File: config.mk
export PLATFORM = sky130hd
export DESIGN_NAME = dual_baud_gen
export DESIGN_NICKNAME = d
export VERILOG_FILES = /design/src/rtl/baud_pkg.sv /design/src/rtl/rate_select_reg.sv /design/src/rtl/baud_divider.sv /design/src/rtl/dual_baud_gen.sv
export SDC_FILE = /design/constraint.sdc
export NUM_CORES = 1
export LEC_CHECK = 0
export BUFFER_PORTS_ARGS = -buffer_cell sky130_fd_sc_hd__buf_4
export CAP_MARGIN = 30
export CORE_UTILIZATION = 45
export CTS_BUF_LIST = sky130_fd_sc_hd__clkbuf_8
export CTS_CLUSTER_SIZE = 14
export DETAILED_ROUTE_END_ITERATION = 10
export SYNTH_ARGS = -nofsm -noshare
export SYNTH_HDL_FRONTEND = slang
export SYNTH_HIERARCHICAL = 1
export SYNTH_SLANG_ARGS = --single-unit
File: constraint.sdc
create_clock -name clk -period 4.2 [get_ports clk]
set_clock_uncertainty 0.2 [all_clocks]
set_input_delay 0.84 -clock clk [delete_from_list [all_inputs] [get_ports clk]]
set_output_delay 0.84 -clock clk [all_outputs]
set_load 0.02 [all_outputs]
File: src/rtl/baud_pkg.sv
package baud_pkg;

  localparam int CODE_W = 4;
  localparam int DIV_W  = 13;

  // Divisor for a rate code. Set 0 matches a 5.0688 MHz reference,
  // set 1 a 4.9152 MHz reference; both give 16x the nominal baud.
  function automatic logic [DIV_W-1:0] divisor_for(input int unsigned set_sel,
                                                   input logic [CODE_W-1:0] code);
    logic [DIV_W-1:0] d;
    if (set_sel == 1) begin
      case (code)
        4'd0:  d = 13'd6144;
        4'd1:  d = 13'd4096;
        4'd2:  d = 13'd2793;
        4'd3:  d = 13'd2284;
        4'd4:  d = 13'd2048;
        4'd5:  d = 13'd1024;
        4'd6:  d = 13'd512;
        4'd7:  d = 13'd256;
        4'd8:  d = 13'd171;
        4'd9:  d = 13'd154;
        4'd10: d = 13'd128;
        4'd11: d = 13'd85;
        4'd12: d = 13'd64;
        4'd13: d = 13'd43;
        4'd14: d = 13'd32;
        default: d = 13'd16;
      endcase
    end else begin
      case (code)
        4'd0:  d = 13'd6336;
        4'd1:  d = 13'd4224;
        4'd2:  d = 13'd2880;
        4'd3:  d = 13'd2355;
        4'd4:  d = 13'd2112;
        4'd5:  d = 13'd1056;
        4'd6:  d = 13'd528;
        4'd7:  d = 13'd264;
        4'd8:  d = 13'd176;
        4'd9:  d = 13'd158;
        4'd10: d = 13'd132;
        4'd11: d = 13'd88;
        4'd12: d = 13'd66;
        4'd13: d = 13'd44;
        4'd14: d = 13'd33;
        default: d = 13'd16;
      endcase
    end
    return d;
  endfunction

  // Square wave level: high while the down-counter is in the upper part
  // of the period (div - div/2 cycles), low for the remaining div/2 cycles.
  function automatic logic wave_level(input logic [DIV_W-1:0] cnt,
                                      input logic [DIV_W-1:0] div);
    return cnt >= (div >> 1);
  endfunction

endpackage

File: src/rtl/rate_select_reg.sv
module rate_select_reg
  import baud_pkg::*;
(
  input  logic              clk,
  input  logic              rst,
  input  logic              load,
  input  logic [CODE_W-1:0] code_in,
  output logic [CODE_W-1:0] code_q
);

  always_ff @(posedge clk) begin
    if (rst)       code_q <= '0;
    else if (load) code_q <= code_in;
  end

  // reset returns the code to 0000
  a_r9_reset_code: assert property (@(posedge clk) rst |=> (code_q == '0));

  // level capture while load is high
  a_r2_r3_capture: assert property (@(posedge clk) disable iff (rst)
    load |=> (code_q == $past(code_in)));

  // bus changes are ignored while load is low
  a_r2_r3_hold: assert property (@(posedge clk) disable iff (rst)
    !load |=> $stable(code_q));

endmodule

File: src/rtl/baud_divider.sv
module baud_divider
  import baud_pkg::*;
#(
  parameter int unsigned TABLE_SET = 0
) (
  input  logic              clk,
  input  logic              rst,
  input  logic [CODE_W-1:0] code,
  output logic              tick,
  output logic              wave
);

  localparam logic [DIV_W-1:0] ONE     = 1;
  localparam logic [DIV_W-1:0] DIV_RST = divisor_for(TABLE_SET, 4'd0);

  logic [DIV_W-1:0] cnt;
  logic [DIV_W-1:0] act_div;
  logic [DIV_W-1:0] next_div;
  logic             at_term;

  assign next_div = divisor_for(TABLE_SET, code);
  assign at_term  = (cnt == '0);

  // Reload only at terminal count, so a code change never shortens a period.
  always_ff @(posedge clk) begin
    if (rst) begin
      act_div <= DIV_RST;
      cnt     <= DIV_RST - ONE;
    end else if (at_term) begin
      act_div <= next_div;
      cnt     <= next_div - ONE;
    end else begin
      cnt     <= cnt - ONE;
    end
  end

  assign tick = at_term;
  assign wave = wave_level(cnt, act_div);

  // Checker-side cycle counter since the last tick.
  logic [DIV_W-1:0] gap;
  always_ff @(posedge clk) begin
    if (rst || at_term) gap <= ONE;
    else                gap <= gap + ONE;
  end

  // tick spacing equals the divisor of the period just ended
  a_r1_tick_spacing: assert property (@(posedge clk) disable iff (rst)
    tick |-> (gap == act_div));

  // active divisor changes only across a terminal count
  a_r6_no_midperiod_reload: assert property (@(posedge clk) disable iff (rst)
    !tick |=> $stable(act_div));

  // tick falls in a low cycle, and the wave is high right after it
  a_r7_wave_low_at_tick: assert property (@(posedge clk) disable iff (rst)
    tick |-> !wave);
  a_r7_wave_high_after_tick: assert property (@(posedge clk) disable iff (rst)
    tick |=> wave);

  // reset restarts the counter at the code-0000 divisor
  a_r9_reset_restart: assert property (@(posedge clk)
    rst |=> (!tick && wave && act_div == DIV_RST));

endmodule

File: src/rtl/dual_baud_gen.sv
module dual_baud_gen
  import baud_pkg::*;
#(
  parameter int unsigned TABLE_SET = 0
) (
  input  logic       clk,
  input  logic       rst,
  input  logic [3:0] rx_rate,
  input  logic       rx_load,
  input  logic [3:0] tx_rate,
  input  logic       tx_load,
  output logic       rx_tick,
  output logic       rx_wave,
  output logic       tx_tick,
  output logic       tx_wave
);

  localparam int N_CH = 2;  // index 0 = receive, 1 = transmit

  logic [N_CH-1:0][CODE_W-1:0] rate_in;
  logic [N_CH-1:0][CODE_W-1:0] rate_q;
  logic [N_CH-1:0]             load_in;
  logic [N_CH-1:0]             tick_o;
  logic [N_CH-1:0]             wave_o;

  assign rate_in = {tx_rate, rx_rate};
  assign load_in = {tx_load, rx_load};

  for (genvar g = 0; g < N_CH; g++) begin : g_chan
    rate_select_reg u_sel (
      .clk     (clk),
      .rst     (rst),
      .load    (load_in[g]),
      .code_in (rate_in[g]),
      .code_q  (rate_q[g])
    );

    baud_divider #(.TABLE_SET(TABLE_SET)) u_div (
      .clk  (clk),
      .rst  (rst),
      .code (rate_q[g]),
      .tick (tick_o[g]),
      .wave (wave_o[g])
    );
  end

  assign rx_tick = tick_o[0];
  assign rx_wave = wave_o[0];
  assign tx_tick = tick_o[1];
  assign tx_wave = wave_o[1];

endmodule

==> reports/qor.yml <==
synthesis:
  synth_area_leaders: "dfxtp_1 30%, ha_1 12%, nor2_1 5.6%"
  synthAdderAreaFrac_pct: 12.3
  syn_inst: 480
  yosys.area_share.simple_pct: 22.5
  synth_cell_types: 54
  synth_top_area_share_pct: 30.0
  synth_top_family_by_area: "simple AND/OR/NAND/NOR gates"
  ys_warn_count: 6
  synth.area.mux_share_pct: 5.04
  syn-cell-area_mm2: 0.00387
  ys_seq_elements: 58
  ys.flop_type: "dfxtp_1"
  synth_area_leader_cell: "dfxtp_1"
  synthXorXnorAreaFrac_pct: 3.17
  ys_seq_area_share_pct: 30.0
  async_flop_share_pct: 0
  syn_area_per_cell_um2: 8.07
  synth-compound-area-share_pct: 20.4
  synth_edf_count: 0
  synth_fp_nets: 530
clock_network:
  cts-resized-gates: 0
  cts_root_buf: "clkbuf_8"
  cts_tree: "built"
  post-cts-setup-buffers: 0
  clkSlewWorstSetupHoldPaths_ps: 70
  clkSinkCount: 58
  numCtsBuffers: 9
  htreeDepth: 3
  clockBufferDepth: 2
  clkLatencyLatePin_ps: 330
  cts_hold_buf: 0
sta:
  hold_viol: 0
  min_period_over_period_pct: 77.1
  rsz0062_at_grt: "false"
  period_minus_slack_ps: 3240
  slew_headroom_pct: 48.8
  fmax_mhz: 309
  setup_viol: 0
  tightestPinTransition_ps: 767
  tns_ps: 0
  maxSlewViolCount: 0
power_and_ir_drop:
  p_int_mw: 0.921
  combPwrFrac_pct: 8.5
  p_seq_share_pct: 47.6
  irDropWorstVdd_mv: 0.199
  power.total_mw: 1.23
  power_switching_mw: 0.312
  p_sw_share_pct: 25.3
  power.leakage_nw: 1.80
  power_per_cell_area_mw_per_mm2: 290
  pwr-share-clk_pct: 43.9
setup_path:
  cp-end-kind: "output pin"
  critPathArrivalTime_ps: 2200
  worstPathMaxFanout: 15
  startpoint_type: "flop"
  worstPathRequired_ps: 3160
  critPathKind: "flop to output pin"
detailed_routing:
  via_per_inst: 5.84
  first_pass_iters: 5
  finalWirelength_um: 9710
  drtIter0Drc: 251
  ant_nets: 0
  drc_errors: 0
  vias: 3500
  detail_route.wl_per_cell_um: 16.2
die:
  initial_core_util_pct: 46.9
  row_count: 33
  coreArea_mm2: 0.00826
  dieHeight_um: 94.8
  die_w_um: 94.8
  ios: 16
  dieArea_mm2: 0.00898
grt:
  grt_pass1_wl_um: 16100
  grt_overflow: 0
  grt_max_degree: 45
  grt_pass1_vias: 3230
  track_usage_pct: 23.5
  antenna_found_initial: 0
final_layout:
  antenna_cells: 0
  drive_above_1_share_pct: 12.8
  final_cell_mix: "58 x nor2_1, 58 x dfxtp_1, 41 x inv_1, 40 x a21oi_1, 38 x ha_1"
  fillers: 830
  syn_to_final_growth_pct: 9.89
  final_nets: 540
run:
  maxCapViolCount: 0
run_status:
  status: "finished, final reports clean"
placement:
  dpl.hpwl_um: 7140
  io_buffers: 15
  gp_congestion: 0.841
hold_path:
  hold_class: "flop to flop"
## logic make-up after synthesis
group / after synthesis
xor gates and xnor gates: 14
buffers and inverters: 64
DFF: 58
AOI/OAI and AO/OA: 114
adders and majority gates: 38
muxes: 16
and+or+nand+nor: 176
## layer usage
layer | vias to the layer above | global-route usage [%] | routed length (um)
met5 | - | 0 | 0
met4 | 0 | 8.21 | 126
met3 | 14 | 3.86 | 526
met2 | 112 | 32.6 | 3910
met1 | 1646 | 36.1 | 5140
li1 | 1728 | - | -
## final timing paths
kind / from / end / slack (ps) / cells past startpoint
hold / removal: g_chan[1].u_div/act_div[2] / g_chan[1].u_div/act_div[2] / 260 / 2
setup / recovery: g_chan[1].u_div/cnt[2] / tx_tick / 960 / 5
hold reg to reg: g_chan[1].u_div/act_div[2] / g_chan[1].u_div/act_div[2] / 260 / 2
setup reg to reg: g_chan[1].u_div/cnt[2] / g_chan[1].u_div/cnt[12] / 1330 / 9
## cell usage after synthesis (all sizes together), types with 6 or more instances
cell,n
dfxtp,58
nor2,58
inv,44
a21oi,40
ha,38
nand2,34
nor3,18
o21ai,16
clkbuf,12
mux2i,12
nand3,12
nand4,10
nor4,10
or2,10
xnor2,10
a211o,8
a31oi,8
buf,6
nor2b,6
o21a,6
or3,6
## sequential cells by signal, indices dropped and copies added, names as in the netlist
signal                flops
g_chan.u_sel/code_q       8
g_chan.u_div/act_div     24
g_chan.u_div/cnt         26
## per-stage QoR
stage	utilization (%)	area (um2)	hold slack (ps)	setup WS, ps	std cells
after global placement	49.0	4050	246	1370	584
after detailed placement	49.0	4050	255	1350	584
after global routing	51.5	4250	285	738	599
after CTS	51.5	4250	266	983	599
final	51.5	4250	261	962	599
after floorplan	-	3870	235	1510	480
## worst max-delay path: stages (launching register included)
cell and delay [ps]:
dfxtp_1 350, nor3_1 350, nand4_1 460, buf_4 360, inv_2 170, buf_4 170
## power groups by stage
stage	registers, mW	logic (mW)	clock network (mW)
floorplan	0.582	0.0891	0
global placement	0.599	0.104	0
detailed placement	0.598	0.104	0
CTS	0.586	0.105	0.555
global route	0.589	0.117	0.583
finish	0.586	0.105	0.542
## final cells by class
cell class	instances	area (um2)	share of cell area [%]
multi-input combinational	358	2450	57.6
tap	105	131	3.09
inverter	46	178	4.18
clock buffer	12	165	3.88
timing repair buffer	17	128	3.00
clock inverter	3	38.8	0.912
sequential	58	1160	27.3
Power figures use the tool's default switching activity.
